### src/rtl/tlbm_pkg.sv
// Shared types for the TLB maintenance decoder.
// Assumes two TLB targets: index 0 is instruction, index 1 is data.
package tlbm_pkg;

    // Operation kinds, carried on the op output of each TLB bus.
    typedef enum logic [1:0] {
        TLBM_OP_ALL     = 2'd0,
        TLBM_OP_VA_ASID = 2'd1,
        TLBM_OP_ASID    = 2'd2,
        TLBM_OP_VA_ALL  = 2'd3
    } tlbm_op_e;

    // Scope of a maintenance index: which TLBs take the command.
    typedef enum logic [1:0] {
        TLBM_SC_LOCAL  = 2'd0,
        TLBM_SC_SHARED = 2'd1,
        TLBM_SC_INSTR  = 2'd2,
        TLBM_SC_DATA   = 2'd3
    } tlbm_scope_e;

    localparam int TLBM_NUM_TGT = 2;
    localparam int TLBM_TGT_I   = 0;
    localparam int TLBM_TGT_D   = 1;
    localparam int TLBM_N_CODES = 14;

endpackage

### src/rtl/tlbm_index_decode.sv
// Index decoder: maps a register index to maintenance kind and target mask.
// Assumes the maintenance set is MAINT_BASE + 4*kind + scope, where kind 3
// exists only with the local and inner-shareable scopes (14 codes in all).
module tlbm_index_decode
    import tlbm_pkg::*;
#(
    parameter int IDX_W      = 6,
    parameter int MAINT_BASE = 16
) (
    input  logic [IDX_W-1:0]        index_i,
    output logic                    maint_o,
    output tlbm_op_e                op_o,
    output logic [TLBM_NUM_TGT-1:0] target_o
);

    localparam logic [IDX_W-1:0] BASE_V  = IDX_W'(MAINT_BASE);
    localparam logic [IDX_W-1:0] NCODE_V = IDX_W'(TLBM_N_CODES);

    logic [IDX_W-1:0] rel;
    tlbm_scope_e      scope;

    // Offset of the index from the start of the maintenance set.
    assign rel = index_i - BASE_V;

    // Membership in the maintenance set.
    assign maint_o = (index_i >= BASE_V) && (rel < NCODE_V);

    // Kind and scope fields of the offset.
    assign op_o  = tlbm_op_e'(rel[3:2]);
    assign scope = tlbm_scope_e'(rel[1:0]);

    // Target mask from scope; inner-shareable acts like local.
    always_comb begin
        target_o = '0;
        if (maint_o) begin
            unique case (scope)
                TLBM_SC_LOCAL,
                TLBM_SC_SHARED: target_o = '1;
                TLBM_SC_INSTR:  target_o[TLBM_TGT_I] = 1'b1;
                TLBM_SC_DATA:   target_o[TLBM_TGT_D] = 1'b1;
                default:        target_o = '0;
            endcase
        end
    end

endmodule

### src/rtl/tlbm_field_extract.sv
// Field extractor: takes the page address and ASID out of the write value
// according to the operation kind. Fields an operation does not use read 0.
// Assumes PAGE_LSB < DATA_W and ASID_W <= PAGE_LSB.
module tlbm_field_extract
    import tlbm_pkg::*;
#(
    parameter int DATA_W   = 32,
    parameter int ASID_W   = 8,
    parameter int PAGE_LSB = 12
) (
    input  tlbm_op_e          op_i,
    input  logic [DATA_W-1:0] data_i,
    output logic [DATA_W-1:0] va_o,
    output logic [ASID_W-1:0] asid_o
);

    localparam logic [DATA_W-1:0] PAGE_MASK =
        {{(DATA_W-PAGE_LSB){1'b1}}, {PAGE_LSB{1'b0}}};

    logic use_va;
    logic use_asid;

    // Which fields the operation kind consumes.
    always_comb begin
        use_va   = 1'b0;
        use_asid = 1'b0;
        unique case (op_i)
            TLBM_OP_ALL:     ;
            TLBM_OP_VA_ASID: begin use_va = 1'b1; use_asid = 1'b1; end
            TLBM_OP_ASID:    use_asid = 1'b1;
            TLBM_OP_VA_ALL:  use_va = 1'b1;
            default:         ;
        endcase
    end

    // Page-aligned address and low-byte ASID, zeroed when unused.
    assign va_o   = use_va   ? (data_i & PAGE_MASK) : '0;
    assign asid_o = use_asid ? data_i[ASID_W-1:0]   : '0;

endmodule

### src/rtl/tlbm_port_ctrl.sv
// Per-TLB handshake: holds a command until the TLB is not busy, raises a
// one-cycle request, then waits for the acknowledge.
// Assumes load_i only arrives while pending_o is low.
module tlbm_port_ctrl (
    input  logic clk,
    input  logic rst_n,
    input  logic load_i,
    input  logic busy_i,
    input  logic ack_i,
    output logic req_o,
    output logic pending_o
);

    logic issue_q;
    logic wait_q;

    // Issue and wait flags of the single outstanding command.
    always_ff @(posedge clk) begin
        if (!rst_n) begin
            issue_q <= 1'b0;
            wait_q  <= 1'b0;
        end else if (load_i) begin
            issue_q <= 1'b1;
            wait_q  <= 1'b0;
        end else begin
            if (issue_q && !busy_i) begin
                issue_q <= 1'b0;
                wait_q  <= 1'b1;
            end
            if (wait_q && ack_i) begin
                wait_q <= 1'b0;
            end
        end
    end

    // Request goes out in the first cycle the TLB is free.
    assign req_o     = issue_q && !busy_i;
    assign pending_o = issue_q || wait_q;

endmodule

### src/rtl/tlbm_decoder.sv
// TLB maintenance command decoder top. It accepts one register write when
// ready, decodes maintenance indices into invalidate commands and hands them
// to the instruction and data TLBs. Assumes single-cycle busy/ack signalling
// from each TLB, with the ack arriving after the request.
module tlbm_decoder
    import tlbm_pkg::*;
#(
    parameter int IDX_W      = 6,
    parameter int MAINT_BASE = 16,
    parameter int DATA_W     = 32,
    parameter int ASID_W     = 8,
    parameter int PAGE_LSB   = 12
) (
    input  logic              clk,
    input  logic              rst_n,
    input  logic              wr_valid,
    input  logic [IDX_W-1:0]  wr_index,
    input  logic [DATA_W-1:0] wr_data,
    output logic              ready,
    output logic              itlb_req,
    output logic [1:0]        itlb_op,
    output logic [DATA_W-1:0] itlb_va,
    output logic [ASID_W-1:0] itlb_asid,
    input  logic              itlb_busy,
    input  logic              itlb_ack,
    output logic              dtlb_req,
    output logic [1:0]        dtlb_op,
    output logic [DATA_W-1:0] dtlb_va,
    output logic [ASID_W-1:0] dtlb_asid,
    input  logic              dtlb_busy,
    input  logic              dtlb_ack
);

    logic                    dec_maint;
    tlbm_op_e                dec_op;
    logic [TLBM_NUM_TGT-1:0] dec_tgt;
    logic [DATA_W-1:0]       ext_va;
    logic [ASID_W-1:0]       ext_asid;

    logic                    accept;
    logic                    load_cmd;
    tlbm_op_e                op_q;
    logic [DATA_W-1:0]       va_q;
    logic [ASID_W-1:0]       asid_q;

    logic [TLBM_NUM_TGT-1:0] busy_v;
    logic [TLBM_NUM_TGT-1:0] ack_v;
    logic [TLBM_NUM_TGT-1:0] req_v;
    logic [TLBM_NUM_TGT-1:0] pend_v;

    tlbm_index_decode #(
        .IDX_W      (IDX_W),
        .MAINT_BASE (MAINT_BASE)
    ) u_dec (
        .index_i  (wr_index),
        .maint_o  (dec_maint),
        .op_o     (dec_op),
        .target_o (dec_tgt)
    );

    tlbm_field_extract #(
        .DATA_W   (DATA_W),
        .ASID_W   (ASID_W),
        .PAGE_LSB (PAGE_LSB)
    ) u_ext (
        .op_i   (dec_op),
        .data_i (wr_data),
        .va_o   (ext_va),
        .asid_o (ext_asid)
    );

    // Write is taken when offered while ready; only maintenance ones load.
    assign accept   = wr_valid && ready;
    assign load_cmd = accept && dec_maint;

    // Command fields of the command in flight.
    always_ff @(posedge clk) begin
        if (!rst_n) begin
            op_q   <= TLBM_OP_ALL;
            va_q   <= '0;
            asid_q <= '0;
        end else if (load_cmd) begin
            op_q   <= dec_op;
            va_q   <= ext_va;
            asid_q <= ext_asid;
        end
    end

    assign busy_v[TLBM_TGT_I] = itlb_busy;
    assign busy_v[TLBM_TGT_D] = dtlb_busy;
    assign ack_v[TLBM_TGT_I]  = itlb_ack;
    assign ack_v[TLBM_TGT_D]  = dtlb_ack;

    for (genvar t = 0; t < TLBM_NUM_TGT; t++) begin : g_port
        tlbm_port_ctrl u_port (
            .clk       (clk),
            .rst_n     (rst_n),
            .load_i    (load_cmd && dec_tgt[t]),
            .busy_i    (busy_v[t]),
            .ack_i     (ack_v[t]),
            .req_o     (req_v[t]),
            .pending_o (pend_v[t])
        );
    end

    // Ready only when no TLB still owes a request or an acknowledge.
    assign ready = ~|pend_v;

    assign itlb_req  = req_v[TLBM_TGT_I];
    assign itlb_op   = op_q;
    assign itlb_va   = va_q;
    assign itlb_asid = asid_q;
    assign dtlb_req  = req_v[TLBM_TGT_D];
    assign dtlb_op   = op_q;
    assign dtlb_va   = va_q;
    assign dtlb_asid = asid_q;

endmodule

### config.mk
export PLATFORM = sky130hd
export DESIGN_NAME = tlbm_decoder
export DESIGN_NICKNAME = d
export VERILOG_FILES = /design/src/rtl/tlbm_pkg.sv /design/src/rtl/tlbm_index_decode.sv /design/src/rtl/tlbm_field_extract.sv /design/src/rtl/tlbm_port_ctrl.sv /design/src/rtl/tlbm_decoder.sv
export SDC_FILE = /design/constraint.sdc
export NUM_CORES = 1
export LEC_CHECK = 0
export ABC_AREA = 1
export BUFFER_PORTS_ARGS = -buffer_cell sky130_fd_sc_hd__buf_4
export CAP_MARGIN = 20
export CORE_UTILIZATION = 48
export CTS_CLUSTER_DIAMETER = 80
export DETAILED_ROUTE_END_ITERATION = 10
export GPL_ROUTABILITY_DRIVEN = 0
export PLACE_DENSITY = 0.92
export SLEW_MARGIN = 10
export SYNTH_ARGS = -nofsm -noshare
export SYNTH_HDL_FRONTEND = slang
export SYNTH_HIERARCHICAL = 1
export SYNTH_SLANG_ARGS = --single-unit
export TNS_END_PERCENT = 20
### constraint.sdc
create_clock -name clk -period 1.9 [get_ports clk]
set_clock_uncertainty 0.15 [all_clocks]
set_input_delay 0.19 -clock clk [delete_from_list [all_inputs] [get_ports clk]]
set_output_delay 0.19 -clock clk [all_outputs]
set_load 0.005 [all_outputs]
==> flow_summary.json, run 1 <==
{
  "hold_class": "input port to flip-flop",
  "fin_setup_tns_ns": 0,
  "drv_slew": 0,
  "clk_latency_ns": 0.29,
  "die_x_um": 78.8,
  "nFillCells": 515,
  "cts_made_buffers": 5,
  "worstPathArrival_ns": 1.45,
  "drt_iter0_drc": 109,
  "cp_data_required_time_ns": 1.56,
  "grtUsageTotal_pct": 21.2,
  "finalNonFillerCells": 582,
  "synth-seq-cells": 46,
  "finalHoldViolations": 0,
  "cp_top_family": "simple AND/OR/NAND/NOR gates",
  "path_clk_slew_ns": 0.09,
  "crit_buf_inv": 2,
  "ys_seq_area_share_pct": 32.5,
  "setup_violations": 0,
  "wl_mm": 6.34,
  "cp-start-kind": "flip-flop",
  "final_common_cell": "buf_4",
  "root_buffer": "clkbuf_8",
  "tritoncts": "done",
  "clkSinkCount": 46,
  "cp_slowest_cell": "dfxtp_1",
  "die_area_um2": 6210,
  "post-dp-hpwl_mm": 4.43,
  "finalCritPeriodShare_pct": 94.2,
  "cp_max_fo": 27,
  "fmax_ghz": 0.559,
  "rows": 27,
  "overflow": 0,
  "core_area_um2": 5610,
  "min_period_ns": 1.79,
  "peakVddDrop_mv": 0.367,
  "slowest_delay_ns": 0.34,
  "drc": 0,
  "area_growth_pct": 24.6,
  "io_buffers": 127,
  "post_cts_buffers": 0,
  "endpoint_kind": "primary output",
  "final_cell_mix": "129 x buf_4, 81 x inv_1, 78 x nor2_1, 50 x nand2_1, 46 x dfxtp_1",
  "worst-setup-path-type": "flip-flop to primary output",
  "outcome": "finished clean",
  "h-tree-depth": 2,
  "grt_max_degree": 59,
  "dr_total_vias": 2650,
  "yosys_warnings": 6,
  "synth_cell_types": 19,
  "maxCapViolCount": 0,
  "grt_pass1_wl_mm": 10.5,
  "io_pins": 132,
  "syn_area_um2": 2830,
  "antenna_cells": 0,
  "rsz0062_at_grt": "false",
  "p_leak_uw": 0.00189,
  "syn-instance-count": 440,
  "grt_pass1_vias": 2502,
  "detail_route.vias_per_cell": 4.55,
  "dieHeight_um": 78.8,
  "wl_per_cell_um": 10.9,
  "clockBufferDepth": 2,
  "crit_chain": "or2_1, nor2_4, buf_6, buf_4",
  "dr.pass1.iters": 4,
  "syn_avg_cell_area_um2": 6.43,
  "start_util_pct": 50.5,
  "drive_gt1_share_pct": 28.8,
  "placed_cells": 573,
  "antenna_found_initial": 0,
  "layout.nets": 556,
  "ant_nets": 0,
  "p_per_area_nw_per_um2": 623
}
area by class of cell:
cell class | instances | area (µm²) | share of cell area, %
multi-input combinational | 239 | 1060 | 30.1
timing repair buffer | 133 | 1030 | 29.2
tap | 72 | 90.1 | 2.55
sequential | 46 | 921 | 26.1
clock buffer | 8 | 110 | 3.12
inverter | 84 | 315 | 8.94
sequential cells by signal, indices dropped and copies added (netlist names):
name                   flops
dtlb_asid                  8
dtlb_op                    2
dtlb_va                   32
g_port.u_port/issue_q      2
g_port.u_port/wait_q       2
timing repair:
action                                  4_1_cts  5_1_grt
gates resized for setup                       0        1
endpoints found under the setup margin        0        1
hold buffers                                  1        0
hold endpoints to repair                      1        0
stage by stage:
stage	setup slack (ns)	power [µW]	cell area, µm²	utilization (%)	hold WS (ns)
after floorplan	0.294	1370	2870	-	0.184
after global placement	0.388	1510	3400	60.7	0.300
after detailed placement	0.369	1530	3400	60.7	0.306
after CTS	0.0311	2220	3520	62.8	0.00692
after global routing	0.0355	2320	3530	62.9	0.0219
final	0.110	2200	3530	62.9	0.0172
cell usage after synthesis:
master | instances | area [µm²]
a21boi_2 | 2 | 22.5
a21oi_1 | 44 | 220
buf_1 | 1 | 3.75
buf_2 | 12 | 60.1
buf_4 | 61 | 458
buf_6 | 3 | 33.8
clkbuf_1 | 5 | 18.8
clkinv_1 | 2 | 7.51
conb_1 | 1 | 3.75
dfxtp_1 | 46 | 921
ha_1 | 2 | 25.0
inv_1 | 81 | 304
inv_2 | 1 | 3.75
nand2_1 | 50 | 188
nand3_1 | 45 | 225
nor2_1 | 78 | 293
nor2_2 | 3 | 18.8
nor2_4 | 1 | 11.3
or2_1 | 2 | 12.5
where the power goes:
group	internal [µW]	switching, µW	total (µW)
clock network	368	323	690
logic	243	217	460
registers	1010	37.5	1050
logic make-up (layout without fill, tap and decap cells):
| group | after synthesis | after routing | share of synthesized area (%) |
|---|---|---|---|
| and+or+nand+nor | 179 | 179 | 26.4 |
| buffers and inverters | 166 | 225 | 31.4 |
| AOI/OAI and AO/OA | 46 | 46 | 8.58 |
| DFF | 46 | 46 | 32.5 |
| adders and majority gates | 2 | 2 | 0.884 |
| other | 1 | 12 | 0.132 |
metal layers:
layer | wire length, µm | track usage, %
met1 | 2510 | 21.2
met2 | 3170 | 41.0
met3 | 440 | 4.60
met4 | 218 | 10.2
met5 | 0 | 0
path summary, 6_finish.rpt:
| path | slack (ns) | depth (start not counted) | endpoint | from |
|---|---|---|---|---|
| hold / removal | 0.02 | 4 | g_port[0].u_port/wait_q$_SDFFE_PP0P_ | itlb_ack |
| setup / recovery | 0.11 | 4 | ready | g_port[1].u_port/issue_q$_SDFFE_PN0P_ |
| setup reg to reg | 0.35 | 6 | dtlb_va[1]$_SDFFE_PN0P_ | g_port[1].u_port/issue_q$_SDFFE_PN0P_ |
| hold reg to reg | 0.35 | 2 | g_port[1].u_port/wait_q$_SDFFE_PP0P_ | g_port[1].u_port/wait_q$_SDFFE_PP0P_ |
worst register-to-register path: stages (launching register included):
cell,delay (ns)
dfxtp_1,0.34
or2_1,0.27
nor2_4,0.17
buf_12,0.26
nand3_1,0.13
nand2_1,0.08
nor2_1,0.04
Note: power is estimated with default switching activity, not from simulation.
==> inputs of run 2 (changes only) <==
- REMOVE_ABC_BUFFERS: unset -> 1
- TNS_END_PERCENT: 20 -> unset
- clock period: 1.9 -> 1.8 ns (I/O delays scaled with it)
==> flow_summary.json, run 2 (synthesis gave the netlist of run 1 again) <==
{
  "regArea_um2": 921,
  "fmax_ghz": 0.589,
  "tritoncts": "done",
  "final_cell_mix": "132 x buf_4, 81 x inv_1, 78 x nor2_1, 50 x nand2_1, 46 x dfxtp_1",
  "cp_data_required_time_ns": 1.47,
  "core_area_um2": 5610,
  "drv_slew": 0,
  "ant_nets": 0,
  "dieHeight_um": 78.8,
  "wl_per_cell_um": 10.4,
  "rows": 27,
  "cp-start-kind": "flip-flop",
  "grt_pass1_vias": 2312,
  "maxCapViolCount": 0,
  "rsz0062_at_grt": "false",
  "cts_made_buffers": 5,
  "detail_route.vias_per_cell": 4.47,
  "start_util_pct": 50.5,
  "drive_gt1_share_pct": 29.1,
  "finalCritPeriodShare_pct": 94.3,
  "die_x_um": 78.8,
  "drc": 0,
  "antenna_found_initial": 0,
  "nFillCells": 530,
  "h-tree-depth": 2,
  "area_growth_pct": 26.3,
  "grtUsageTotal_pct": 19.6,
  "hold_ws_ns": 0.0148,
  "dr_total_vias": 2623,
  "finalHoldViolations": 0,
  "cp_max_fo": 19,
  "worstPathArrival_ns": 1.37,
  "setup_violations": 0,
  "grt_pass1_wl_mm": 9.76,
  "io_buffers": 127,
  "path_clk_slew_ns": 0.08,
  "p_per_area_nw_per_um2": 625,
  "multi_input_area_um2": 1060,
  "final_core_util_pct": 63.7,
  "hold_class": "input port to flip-flop",
  "final_common_cell": "buf_4",
  "clkSinkCount": 46,
  "min_period_ns": 1.70,
  "ctsResizeCount": 0,
  "peakVddDrop_mv": 0.328,
  "clk_latency_ns": 0.29,
  "grt_max_degree": 49,
  "root_buffer": "clkbuf_8",
  "p_leak_uw": 0.00191,
  "drt_iter0_drc": 85,
  "endpoint_kind": "primary output",
  "post-dp-hpwl_mm": 4.15,
  "layout.nets": 561,
  "overflow": 0,
  "io_pins": 132,
  "dr.pass1.iters": 4,
  "largest_reg_flops": 32,
  "wl_mm": 6.08,
  "outcome": "finished clean",
  "die_area_um2": 6210,
  "worst-setup-path-type": "flip-flop to primary output",
  "clockBufferDepth": 2,
  "antenna_cells": 0
}
[run 2: cell types whose count changed in the layout (fill, tap and decap cells not counted), sizes merged]
cell / previous run / this run
buf: 132 / 135
dlygate4sd3: 1 / 2
clkinv: 2 / 3
[run 2: metrics by stage]
step	TNS (ns)	std cells	total power (µW)	instance area (µm²)	setup slack, ns
CTS	0	583	2260	3530	0.00636
global route	0	587	2370	3570	0.0323
global placement	0	573	1590	3420	0.315
finish	0	587	2240	3570	0.103
detailed placement	0	573	1610	3420	0.267
floorplan	-13.10	369	1330	2300	-0.498
[run 2: routing by layer]
| metal | wire [µm] | track usage (%) | share of wire, % |
|---|---|---|---|
| met2 | 3220 | 37.5 | 53 |
| met5 | 0 | 0 | 0 |
| met4 | 56 | 5.19 | 0.92 |
| met3 | 270 | 4.48 | 4.4 |
| met1 | 2530 | 21.4 | 42 |
[run 2: critical path, cell delays in order, from the launching register on]
cell     delay, ns
dfxtp_1       0.34
or2_1         0.26
nor2_4        0.18
buf_12        0.17
buf_4         0.12
[run 2: area by class of cell]
type	instances	area share (%)
clock inverter	1	0.140
tap	72	2.52
clock buffer	7	2.42
inverter	84	8.82
sequential	46	25.8
timing repair buffer	138	30.7
multi-input combinational	239	29.7
[run 2: worst paths after layout]
kind                                              start                                    end  slack [ns]  cells past startpoint
setup / recovery  g_port[0].u_port/issue_q$_SDFFE_PN0P_                                  ready        0.10                      4
hold / removal                                itlb_busy  g_port[0].u_port/issue_q$_SDFFE_PN0P_        0.01                      3
setup reg to reg  g_port[0].u_port/issue_q$_SDFFE_PN0P_              dtlb_asid[5]$_SDFFE_PN0P_        0.18                      7
hold reg to reg    g_port[1].u_port/wait_q$_SDFFE_PP0P_   g_port[1].u_port/wait_q$_SDFFE_PP0P_        0.35                      2
[run 2: where the power goes]
group	internal, µW	switching (µW)	total (µW)
combinational	265	225	490
sequential	1070	40.0	1110
clock	310	330	640
[run 2: what timing repair did]
action | 4_1_cts | 5_1_grt
setup endpoints to repair | 0 | 1
setup buffers | 0 | 3
hold endpoints to repair | 2 | 0
hold buffers | 2 | 0
==> inputs of run 3 (changes only) <==
- RECOVER_POWER: unset -> 50
==> flow_summary.json, run 3 (synthesis gave the netlist of run 1 again) <==
{
  "overflow": 0,
  "post-dp-hpwl_mm": 4.15,
  "worstReg2RegStart": "g_port[0].u_port/issue_q$_SDFFE_PN0P_",
  "dieHeight_um": 78.8,
  "hp-start": "itlb_busy",
  "drv_slew": 0,
  "endpoint_kind": "primary output",
  "hold_class": "input port to flip-flop",
  "drt_iter0_drc": 96,
  "worstPathArrival_ns": 1.37,
  "hold_depth": 3,
  "clk_latency_ns": 0.29,
  "rows": 27,
  "worst-setup-path-type": "flip-flop to primary output",
  "timing.rr.end": "dtlb_asid[5]$_SDFFE_PN0P_",
  "die_x_um": 78.8,
  "area_growth_pct": 26.3,
  "final_core_util_pct": 63.7,
  "grt_max_degree": 49,
  "detail_route.vias_per_cell": 4.48,
  "die_area_um2": 6210,
  "ctsResizeCount": 0,
  "fmax_ghz": 0.588,
  "ant_nets": 0,
  "hold_end": "g_port[0].u_port/issue_q$_SDFFE_PN0P_",
  "cp_top_family": "simple AND/OR/NAND/NOR gates",
  "cts_made_buffers": 5,
  "io_pins": 132,
  "finalWorstSetupSlack_ns": 0.0984,
  "setup_violations": 0,
  "power_uw": 2230,
  "peakVddDrop_mv": 0.328,
  "tritoncts": "done",
  "clockBufferDepth": 2,
  "antenna_cells": 0,
  "core_area_um2": 5610,
  "crit_buf_inv": 2,
  "p_leak_uw": 0.00188,
  "finalNonFillerCells": 587,
  "reg2reg_depth": 7,
  "final_common_cell": "inv_1",
  "start_util_pct": 50.5,
  "place_ws_ns": 0.267,
  "crit_chain": "or2_1, nor2_4, buf_12, buf_4",
  "dr.pass1.iters": 4,
  "wl_per_cell_um": 10.2,
  "dr_total_vias": 2627,
  "largest_reg_flops": 32,
  "nFillCells": 530,
  "outcome": "finished clean",
  "cp-start-kind": "flip-flop",
  "slowest_delay_ns": 0.34,
  "cp_slowest_cell": "dfxtp_1",
  "grtUsageTotal_pct": 19.6,
  "min_period_ns": 1.70,
  "wl_mm": 6.01,
  "grt_pass1_vias": 2312,
  "path_clk_slew_ns": 0.08,
  "drive_gt1_share_pct": 29.1,
  "final_cell_mix": "81 x inv_1, 78 x nor2_1, 66 x buf_4, 66 x clkbuf_4, 50 x nand2_1",
  "root_buffer": "clkbuf_8",
  "antenna_found_initial": 0,
  "io_buffers": 127,
  "r2r_slack_ns": 0.18,
  "grt_pass1_wl_mm": 9.76,
  "finalCritPeriodShare_pct": 94.5,
  "maxCapViolCount": 0,
  "h-tree-depth": 2,
  "placed_cells": 573,
  "finalHoldViolations": 0,
  "drc": 0,
  "cp_data_required_time_ns": 1.47,
  "rsz0062_at_grt": "false",
  "layout.nets": 561,
  "clkSinkCount": 46,
  "p_per_area_nw_per_um2": 623,
  "hold_ws_ns": 0.0119,
  "cp_max_fo": 19
}
[run 3: changes by cell type in the layout (fill, tap and decap cells not counted)]
cell / before / now
buf_4: 132 / 66
clkbuf_4: 0 / 66
[run 3: how the worst max path moves through the flow]
stage,startpoint,endpoint,slack [ns],cells after the start
after CTS,g_port[1].u_port/issue_q$_SDFFE_PN0P_,ready,0.006,4
after floorplan,g_port[1].u_port/issue_q$_SDFFE_PN0P_,g_port[0].u_port/wait_q$_SDFFE_PP0P_,-0.50,7
after global routing,g_port[0].u_port/issue_q$_SDFFE_PN0P_,ready,0.03,4
after global placement,g_port[1].u_port/issue_q$_SDFFE_PN0P_,dtlb_op[0]$_SDFFE_PN0P_,0.32,6
after detailed placement,wr_index[2],dtlb_va[12]$_SDFFE_PN0P_,0.27,10
final,g_port[0].u_port/issue_q$_SDFFE_PN0P_,ready,0.1,4
[run 3: worst reg2reg max path, delay by kind of cell, from the launching register on]
| family | cells | cell delay, ns |
|---|---|---|
| simple gates | 5 | 0.68 |
| buf+inv | 2 | 0.35 |
| flops | 1 | 0.34 |
[run 3: cell type report]
| class | count | area, µm² | area share [%] |
|---|---|---|---|
| Inverter | 84 | 315 | 8.82 |
| Sequential cell | 46 | 921 | 25.8 |
| Tap cell | 72 | 90.1 | 2.52 |
| Clock inverter | 1 | 5.00 | 0.140 |
| Clock buffer | 7 | 86.3 | 2.42 |
| Multi-Input combinational cell | 239 | 1060 | 29.7 |
| Timing Repair Buffer | 138 | 1100 | 30.7 |
[run 3: layer usage]
metal	GRT usage, %	up-vias	part of all wire, %
li1	-	1383	-
met1	21.4	1155	41
met2	37.5	83	53
met3	4.48	6	5.2
met4	5.19	0	0.88
met5	0	-	0
[run 3: power by group]
group	switching, µW	total (µW)	internal, µW	leakage, µW
registers	38.3	1100	1070	0.000375
clock network	331	641	310	0.0000482
logic	224	483	258	0.00146
[run 3: through the flow]
step / cell area [µm²] / TNS (ns)
6_report: 3570 / 0
3_3_place_gp: 3420 / 0
5_1_grt: 3570 / 0
3_5_place_dp: 3420 / 0
4_1_cts: 3530 / 0
2_1_floorplan: 2300 / -13.10
[run 3: repair_timing]
item,CTS,global route
hold endpoints to repair,2,0
setup buffers,0,3
hold buffers,2,0
setup endpoints to repair,0,1
